## config.mk

```make
export PLATFORM = sky130hd
export DESIGN_NAME = ost_timer
export DESIGN_NICKNAME = d
export VERILOG_FILES = /design/src/rtl/ost_pkg.sv /design/src/rtl/ost_gate.sv /design/src/rtl/ost_hold.sv /design/src/rtl/ost_count.sv /design/src/rtl/ost_timer.sv
export SDC_FILE = /design/constraint.sdc
export NUM_CORES = 1
export LEC_CHECK = 0
export ABC_AREA = 1
export BUFFER_PORTS_ARGS = -buffer_cell sky130_fd_sc_hd__buf_2
export CAP_MARGIN = 20
export CORE_ASPECT_RATIO = 1.25
export CORE_UTILIZATION = 55
export DETAILED_ROUTE_END_ITERATION = 7
export HOLD_SLACK_MARGIN = 0.05
export PLACE_DENSITY_LB_ADDON = 0.15
export SLEW_MARGIN = 20
export SYNTH_ARGS = -nofsm -noshare
export SYNTH_HDL_FRONTEND = slang
export SYNTH_SLANG_ARGS = --single-unit
```

## constraint.sdc

```tcl
create_clock -name clk -period 2.9 [get_ports clk]
set_clock_uncertainty 0.15 [all_clocks]
set_input_delay 0.29 -clock clk [delete_from_list [all_inputs] [get_ports clk]]
set_output_delay 0.29 -clock clk [all_outputs]
set_load 0.05 [all_outputs]
```

## src/rtl/ost_pkg.sv

```systemverilog
package ost_pkg;
  localparam int BUS_W = 32;
  localparam int ADDR_W = 3;
  localparam logic [ADDR_W-1:0] A_CTRL = 3'd0;
  localparam logic [ADDR_W-1:0] A_CMPL = 3'd1;
  localparam logic [ADDR_W-1:0] A_CMPH = 3'd2;
  localparam logic [ADDR_W-1:0] A_CNTL = 3'd3;
  localparam logic [ADDR_W-1:0] A_CNTH = 3'd4;
  localparam logic [ADDR_W-1:0] A_HOLD = 3'd5;
  localparam logic [ADDR_W-1:0] A_RUNS = 3'd6;
  localparam logic [ADDR_W-1:0] A_RUNC = 3'd7;
  localparam int RUN_BIT = 15;
  localparam int MODE_LSB = 6;
  localparam int MODE_W = 10;
endpackage

```

## src/rtl/ost_gate.sv

```systemverilog
module ost_gate #(
  parameter int BIT = 15,
  parameter int W = 32
) (
  input  logic         clk,
  input  logic         rst_n,
  input  logic         set_wr,
  input  logic         clr_wr,
  input  logic [W-1:0] wdata,
  output logic         run
);
  logic set_hit, clr_hit;
  assign set_hit = set_wr & wdata[BIT];
  assign clr_hit = clr_wr & wdata[BIT];

  always_ff @(posedge clk) begin
    if (!rst_n) run <= 1'b0;
    else if (set_hit) run <= 1'b1;
    else if (clr_hit) run <= 1'b0;
  end


  run_quiet_chk: assert property (@(posedge clk) disable iff (!rst_n)
    !set_hit && !clr_hit |=> $stable(run));

  run_stop_chk: assert property (@(posedge clk) disable iff (!rst_n)
    clr_hit && !set_hit |=> !run);
endmodule

```

## src/rtl/ost_hold.sv

```systemverilog
module ost_hold #(
  parameter bit PRESENT = 1'b1,
  parameter int W = 32
) (
  input  logic         clk,
  input  logic         rst_n,
  input  logic         load,
  input  logic [W-1:0] hi_in,
  output logic [W-1:0] held
);
  generate
    if (PRESENT) begin : g_buf
      logic [W-1:0] buf_q;
      always_ff @(posedge clk) begin
        if (!rst_n) buf_q <= '0;
        else if (load) buf_q <= hi_in;
      end
      assign held = buf_q;


      hold_load_chk: assert property (@(posedge clk) disable iff (!rst_n)
        load |=> buf_q == $past(hi_in));

      hold_keep_chk: assert property (@(posedge clk) disable iff (!rst_n)
        !load |=> $stable(buf_q));
    end else begin : g_none
      assign held = '0;
    end
  endgenerate
endmodule

```

## src/rtl/ost_count.sv

```systemverilog
module ost_count #(
  parameter bit WIDE = 1'b1,
  parameter int CNT_W = 64,
  parameter int W = 32
) (
  input  logic             clk,
  input  logic             rst_n,
  input  logic             tick,
  input  logic             run,
  input  logic             free_run,
  input  logic             wr_lo,
  input  logic             wr_hi,
  input  logic [W-1:0]     wdata,
  input  logic [CNT_W-1:0] cmp,
  output logic [CNT_W-1:0] cnt,
  output logic             hit
);
  logic [CNT_W-1:0] cnt_q, cnt_d;
  logic [2*W-1:0]   ext;
  logic             wr_any, step;

  assign wr_any = (wr_lo & WIDE) | wr_hi;
  assign step   = run & tick & ~wr_any;
  assign hit    = step & (cnt_q == cmp);

  always_comb begin
    ext = (2*W)'(cnt_q);
    if (WIDE) begin
      if (wr_lo) ext[W-1:0] = wdata;
      if (wr_hi) ext[2*W-1:W] = wdata;
    end else if (wr_hi) begin
      ext[W-1:0] = wdata;
    end
    if (wr_any) cnt_d = ext[CNT_W-1:0];
    else if (step && hit && !free_run) cnt_d = '0;
    else if (step) cnt_d = cnt_q + 1'b1;
    else cnt_d = cnt_q;
  end

  always_ff @(posedge clk) begin
    if (!rst_n) cnt_q <= '0;
    else cnt_q <= cnt_d;
  end
  assign cnt = cnt_q;


  cnt_hold_chk: assert property (@(posedge clk) disable iff (!rst_n)
    !run && !wr_any |=> $stable(cnt_q));

  cnt_restart_chk: assert property (@(posedge clk) disable iff (!rst_n)
    hit && !free_run |=> cnt_q == '0);

  cnt_step_chk: assert property (@(posedge clk) disable iff (!rst_n)
    step && !hit |=> cnt_q == $past(cnt_q) + 1'b1);
endmodule

```

## src/rtl/ost_timer.sv

```systemverilog
module ost_timer #(
  parameter bit WIDE_CNT = 1'b1
) (
  input  logic        clk,
  input  logic        rst_n,
  input  logic        tick,
  input  logic        bus_wr,
  input  logic        bus_rd,
  input  logic [2:0]  bus_addr,
  input  logic [31:0] bus_wdata,
  output logic [31:0] bus_rdata,
  output logic        bus_rvalid,
  output logic        irq
);
  import ost_pkg::*;
  localparam int CNT_W = WIDE_CNT ? 2*BUS_W : BUS_W;

  logic [CNT_W-1:0]  cmp_q, cnt;
  logic [2*BUS_W-1:0] cmp_x, cnt_x;
  logic [MODE_W-1:0] mode_q;
  logic              flag_q, hit, run, hold_load, flag_clr;
  logic [BUS_W-1:0]  held, rd_mux;

  assign hold_load = bus_rd & (bus_addr == A_CNTL) & WIDE_CNT;
  assign flag_clr  = bus_wr & (bus_addr == A_CTRL) & bus_wdata[0];

  ost_gate #(.BIT(RUN_BIT), .W(BUS_W)) u_gate (
    .clk(clk), .rst_n(rst_n),
    .set_wr(bus_wr & (bus_addr == A_RUNS)),
    .clr_wr(bus_wr & (bus_addr == A_RUNC)),
    .wdata(bus_wdata), .run(run));

  ost_count #(.WIDE(WIDE_CNT), .CNT_W(CNT_W), .W(BUS_W)) u_count (
    .clk(clk), .rst_n(rst_n), .tick(tick), .run(run),
    .free_run(mode_q[MODE_W-1]),
    .wr_lo(bus_wr & (bus_addr == A_CNTL)),
    .wr_hi(bus_wr & (bus_addr == A_CNTH)),
    .wdata(bus_wdata), .cmp(cmp_q), .cnt(cnt), .hit(hit));

  ost_hold #(.PRESENT(WIDE_CNT), .W(BUS_W)) u_hold (
    .clk(clk), .rst_n(rst_n), .load(hold_load),
    .hi_in(cnt_x[2*BUS_W-1:BUS_W]), .held(held));

  assign cnt_x = (2*BUS_W)'(cnt);
  assign cmp_x = (2*BUS_W)'(cmp_q);

  always_ff @(posedge clk) begin
    if (!rst_n) begin
      cmp_q  <= '1;
      mode_q <= '0;
      flag_q <= 1'b0;
    end else begin
      if (bus_wr && bus_addr == A_CMPL) cmp_q[BUS_W-1:0] <= bus_wdata;
      if (bus_wr && bus_addr == A_CMPH && WIDE_CNT)
        cmp_q <= CNT_W'({bus_wdata, cmp_x[BUS_W-1:0]});
      if (bus_wr && bus_addr == A_CTRL) mode_q <= bus_wdata[MODE_LSB +: MODE_W];
      if (hit) flag_q <= 1'b1;
      else if (flag_clr) flag_q <= 1'b0;
    end
  end

  always_comb begin
    rd_mux = '0;
    case (bus_addr)
      A_CTRL: rd_mux = {16'b0, mode_q, 5'b0, flag_q};
      A_CMPL: rd_mux = cmp_x[BUS_W-1:0];
      A_CMPH: rd_mux = cmp_x[2*BUS_W-1:BUS_W];
      A_CNTL: rd_mux = WIDE_CNT ? cnt_x[BUS_W-1:0] : '0;
      A_CNTH: rd_mux = WIDE_CNT ? cnt_x[2*BUS_W-1:BUS_W] : cnt_x[BUS_W-1:0];
      A_HOLD: rd_mux = held;
      default: rd_mux[RUN_BIT] = run;
    endcase
  end

  always_ff @(posedge clk) begin
    if (!rst_n) begin
      bus_rdata  <= '0;
      bus_rvalid <= 1'b0;
    end else begin
      bus_rvalid <= bus_rd;
      if (bus_rd) bus_rdata <= rd_mux;
    end
  end

  assign irq = flag_q;


  flag_sticky_chk: assert property (@(posedge clk) disable iff (!rst_n)
    flag_q && !flag_clr |=> flag_q);

  flag_set_chk: assert property (@(posedge clk) disable iff (!rst_n)
    hit |=> irq);

  rvalid_chk: assert property (@(posedge clk) disable iff (!rst_n)
    bus_rd |=> bus_rvalid);
endmodule

```

==> metrics.cfg <==
[power]
leakagePower_nw=5.88
power_density_mw_per_mm2=536
totalPowerFinal_mw=7.27
irDropWorstVdd_mv=0.506

[outcome]
violations=DRC
outcome=complete, but fails checks

[layout]
instances_no_fill=2166
finish.instance_area_mm2=0.0136
fin_util=0.651
drive_gt1_frac=0.0925
fillers=1951
area_delta_synth_final_pct=15.8
layout.nets=1916
diodes=0

[routing]
avgRoutedWirePerCell_um=22.6
num_vias=13200
post-route-drc-count=12
dr.first_iter.drc_count=1538
vias_per_cell=6.08
wirelength_mm=48.9
drtPass1Iterations=8
ant_nets=0

[place]
numPortBuffers=73
placed_cells_incl_taps=2087
finalWeightedCongestion=1.01
dpl.hpwl_mm=34.8
dp_slack_ps=446
postPlaceCellArea_mm2=0.0124

[sta]
period_needed_ps=2550
fmax_ghz=0.392
worst_slack_ps=352
tightestPinTransition_ps=917
holdWs_ps=99.4
slew_violations=0
relSlewSlack=0.388
fin_crit_sh=0.879
tns_ps=0
grt_setup_unrepaired=false
setup_viol=0
finalHoldViolCount=0

[clock_network]
cts_tree=built
cts-resized-gates=0
cts_sinks=205
cts-root-buf=clkbuf_16
cts.path.max_buffers=3
cts_buffers=23
clk_pin_slew_ps=70
htreeDepth=1
clk_latency_ps=540

[yosys]
synth_mux_area_frac=0
syn_area_mm2=0.0117
syn_inst=1801
synth_nets=1842
ys_seq_area_frac=0.351
ys_seq_elements=205
synth_xor_xnor_area_share=0.0591
yosys.area_share.adder=0.00107
synth_top_family_by_area=simple AND/OR/NAND/NOR gates
syn_avg_cell_area_um2=6.50
synth-compound-area-share=0.206
ys_warn_count=0
ys_types=35
yosys.area_share.simple=0.274

[global_route]
grt_pass1_wl_mm=72.5
overflow=0
grt_usage=0.441
antenna_found_initial=1
grt_pass1_vias=12200
grt_max_degree=97

[critical_path]
path_class=reg -> reg
path_cells=ha_1 -> nand3_1 -> nor2_1 -> nand3_1 -> nor2_1 -> nand3_1 -> xor2_1 -> nand3_1 -> a21oi_1
cp_top_family=simple AND/OR/NAND/NOR gates
critical-path-slowest-cell=dfxtp_1
path_buf_inv=0
slowest_delay_ps=450
crit_required_ps=3220
cp_common_cell=nand3_1
cp-start-kind=register
crit_arrival_ps=2870
cp-end-kind=register
crit_fanout=6

[die]
io_pins=74
rows=59
core_mm2=0.0208
die_x_um=132
die_h_um=165
initial_core_util=0.562
dieArea_mm2=0.0219

[worst_hold_path]
hold_path.class=in -> reg

[job]
cap_violations=0

[final timing paths]
check / slack, ps / endpoint / from / cells past startpoint
worst max-delay path: 350 / u_count.cnt[38] / u_count.cnt[1] / 9
worst min-delay path: 100 / u_hold.held[23] / bus_rd / 3
worst max register to register: 350 / u_count.cnt[38] / u_count.cnt[1] / 9
worst min register to register: 300 / u_hold.held[1] / u_hold.held[1] / 2
[final cells by class]
class,instances,area [µm²],share of cell area
inverter,211,792,0.0584
sequential,205,4100,0.303
multi-input combinational,1277,6330,0.467
clock buffer,32,659,0.0486
clock inverter,10,168,0.0124
tap,274,343,0.0253
timing repair buffer,157,1170,0.0860
[cells in the mapped netlist]
cell type	instances	area, µm²
a211oi_1	3	22.5
a21oi_1	156	781
a221oi_1	20	175
a31oi_1	2	12.5
a41oi_1	4	35.0
buf_1	6	22.5
buf_2	10	50.1
buf_4	2	15.0
buf_6	6	67.6
clkbuf_1	74	278
clkbuf_2	9	45.0
clkbuf_8	1	13.8
clkinv_1	4	15.0
dfxtp_1	205	4100
ha_1	1	12.5
inv_1	202	758
inv_2	5	18.8
nand2_1	378	1420
nand2_2	1	6.26
nand3_1	117	586
nand3_2	2	20.0
nand4_1	13	81.3
nand4_4	1	21.3
nor2_1	242	908
nor2_2	2	12.5
nor2_4	1	11.3
nor3_1	26	130
nor4_1	1	6.26
o211ai_1	66	495
o21ai_0	126	631
o221a_2	3	33.8
o221ai_1	7	61.3
o22ai_1	26	163
xnor2_1	10	87.6
xor2_1	69	604
[what timing repair did]
action | CTS | global route
setup endpoints to repair | 0 | 0
hold buffers | 37 | 0
hold endpoints to repair | 81 | 0
setup buffers | 0 | 0
[layout by cell type, fill, tap and decap left out, types with 6 or more instances in the layout]
cell / n
nand4_1: 13
o211ai_1: 66
buf_4: 42
buf_2: 72
inv_1: 202
o221ai_1: 7
a21oi_1: 156
xor2_1: 69
o22ai_1: 26
xnor2_1: 10
nor3_1: 26
a221oi_1: 20
dlygate4sd3_1: 37
o21ai_0: 126
dfxtp_1: 205
nand2_1: 378
nor2_1: 240
buf_12: 6
clkbuf_16: 23
nand3_1: 117
[kinds of logic after synthesis]
family	after synthesis
adder cells (fa/ha/maj)	1
XOR/XNOR	79
AO/OA/AOI/OAI	413
buffers and inverters	319
AND/OR/NAND/NOR	784
flip-flops	205
[report_power, final]
| group | internal [mW] | switching, mW |
|---|---|---|
| sequential | 2.94 | 0.142 |
| combinational | 0.293 | 0.659 |
| clock | 1.95 | 1.28 |
| total | 5.19 | 2.08 |
[registers in the layout, summed over array words and instances, names as in the netlist]
name and flops:
bus_rdata 32, u_gate.run 1, u_count.cnt 64, cmp_q 64
irq 1, u_hold.held 32, bus_rvalid 1, mode_q 10
[worst reg2reg max path, stage by stage, from the launching register on]
cell and delay, ps:
dfxtp_1 450, ha_1 320, nand3_1 200, nor2_1 340
nand3_1 250, nor2_1 240, nand3_1 140, xor2_1 160
nand3_1 90, a21oi_1 150
[per-layer routing]
metal | global-route usage | vias to the layer above | wire length, µm | share of wire
met5 | 0 | - | 11 | 0.00023
met4 | 0.310 | 2 | 3800 | 0.078
met3 | 0.0540 | 228 | 4180 | 0.085
met2 | 0.750 | 815 | 22800 | 0.47
met1 | 0.521 | 6073 | 18000 | 0.37
li1 | - | 6048 | - | -
Power figures use the tool's default switching activity.
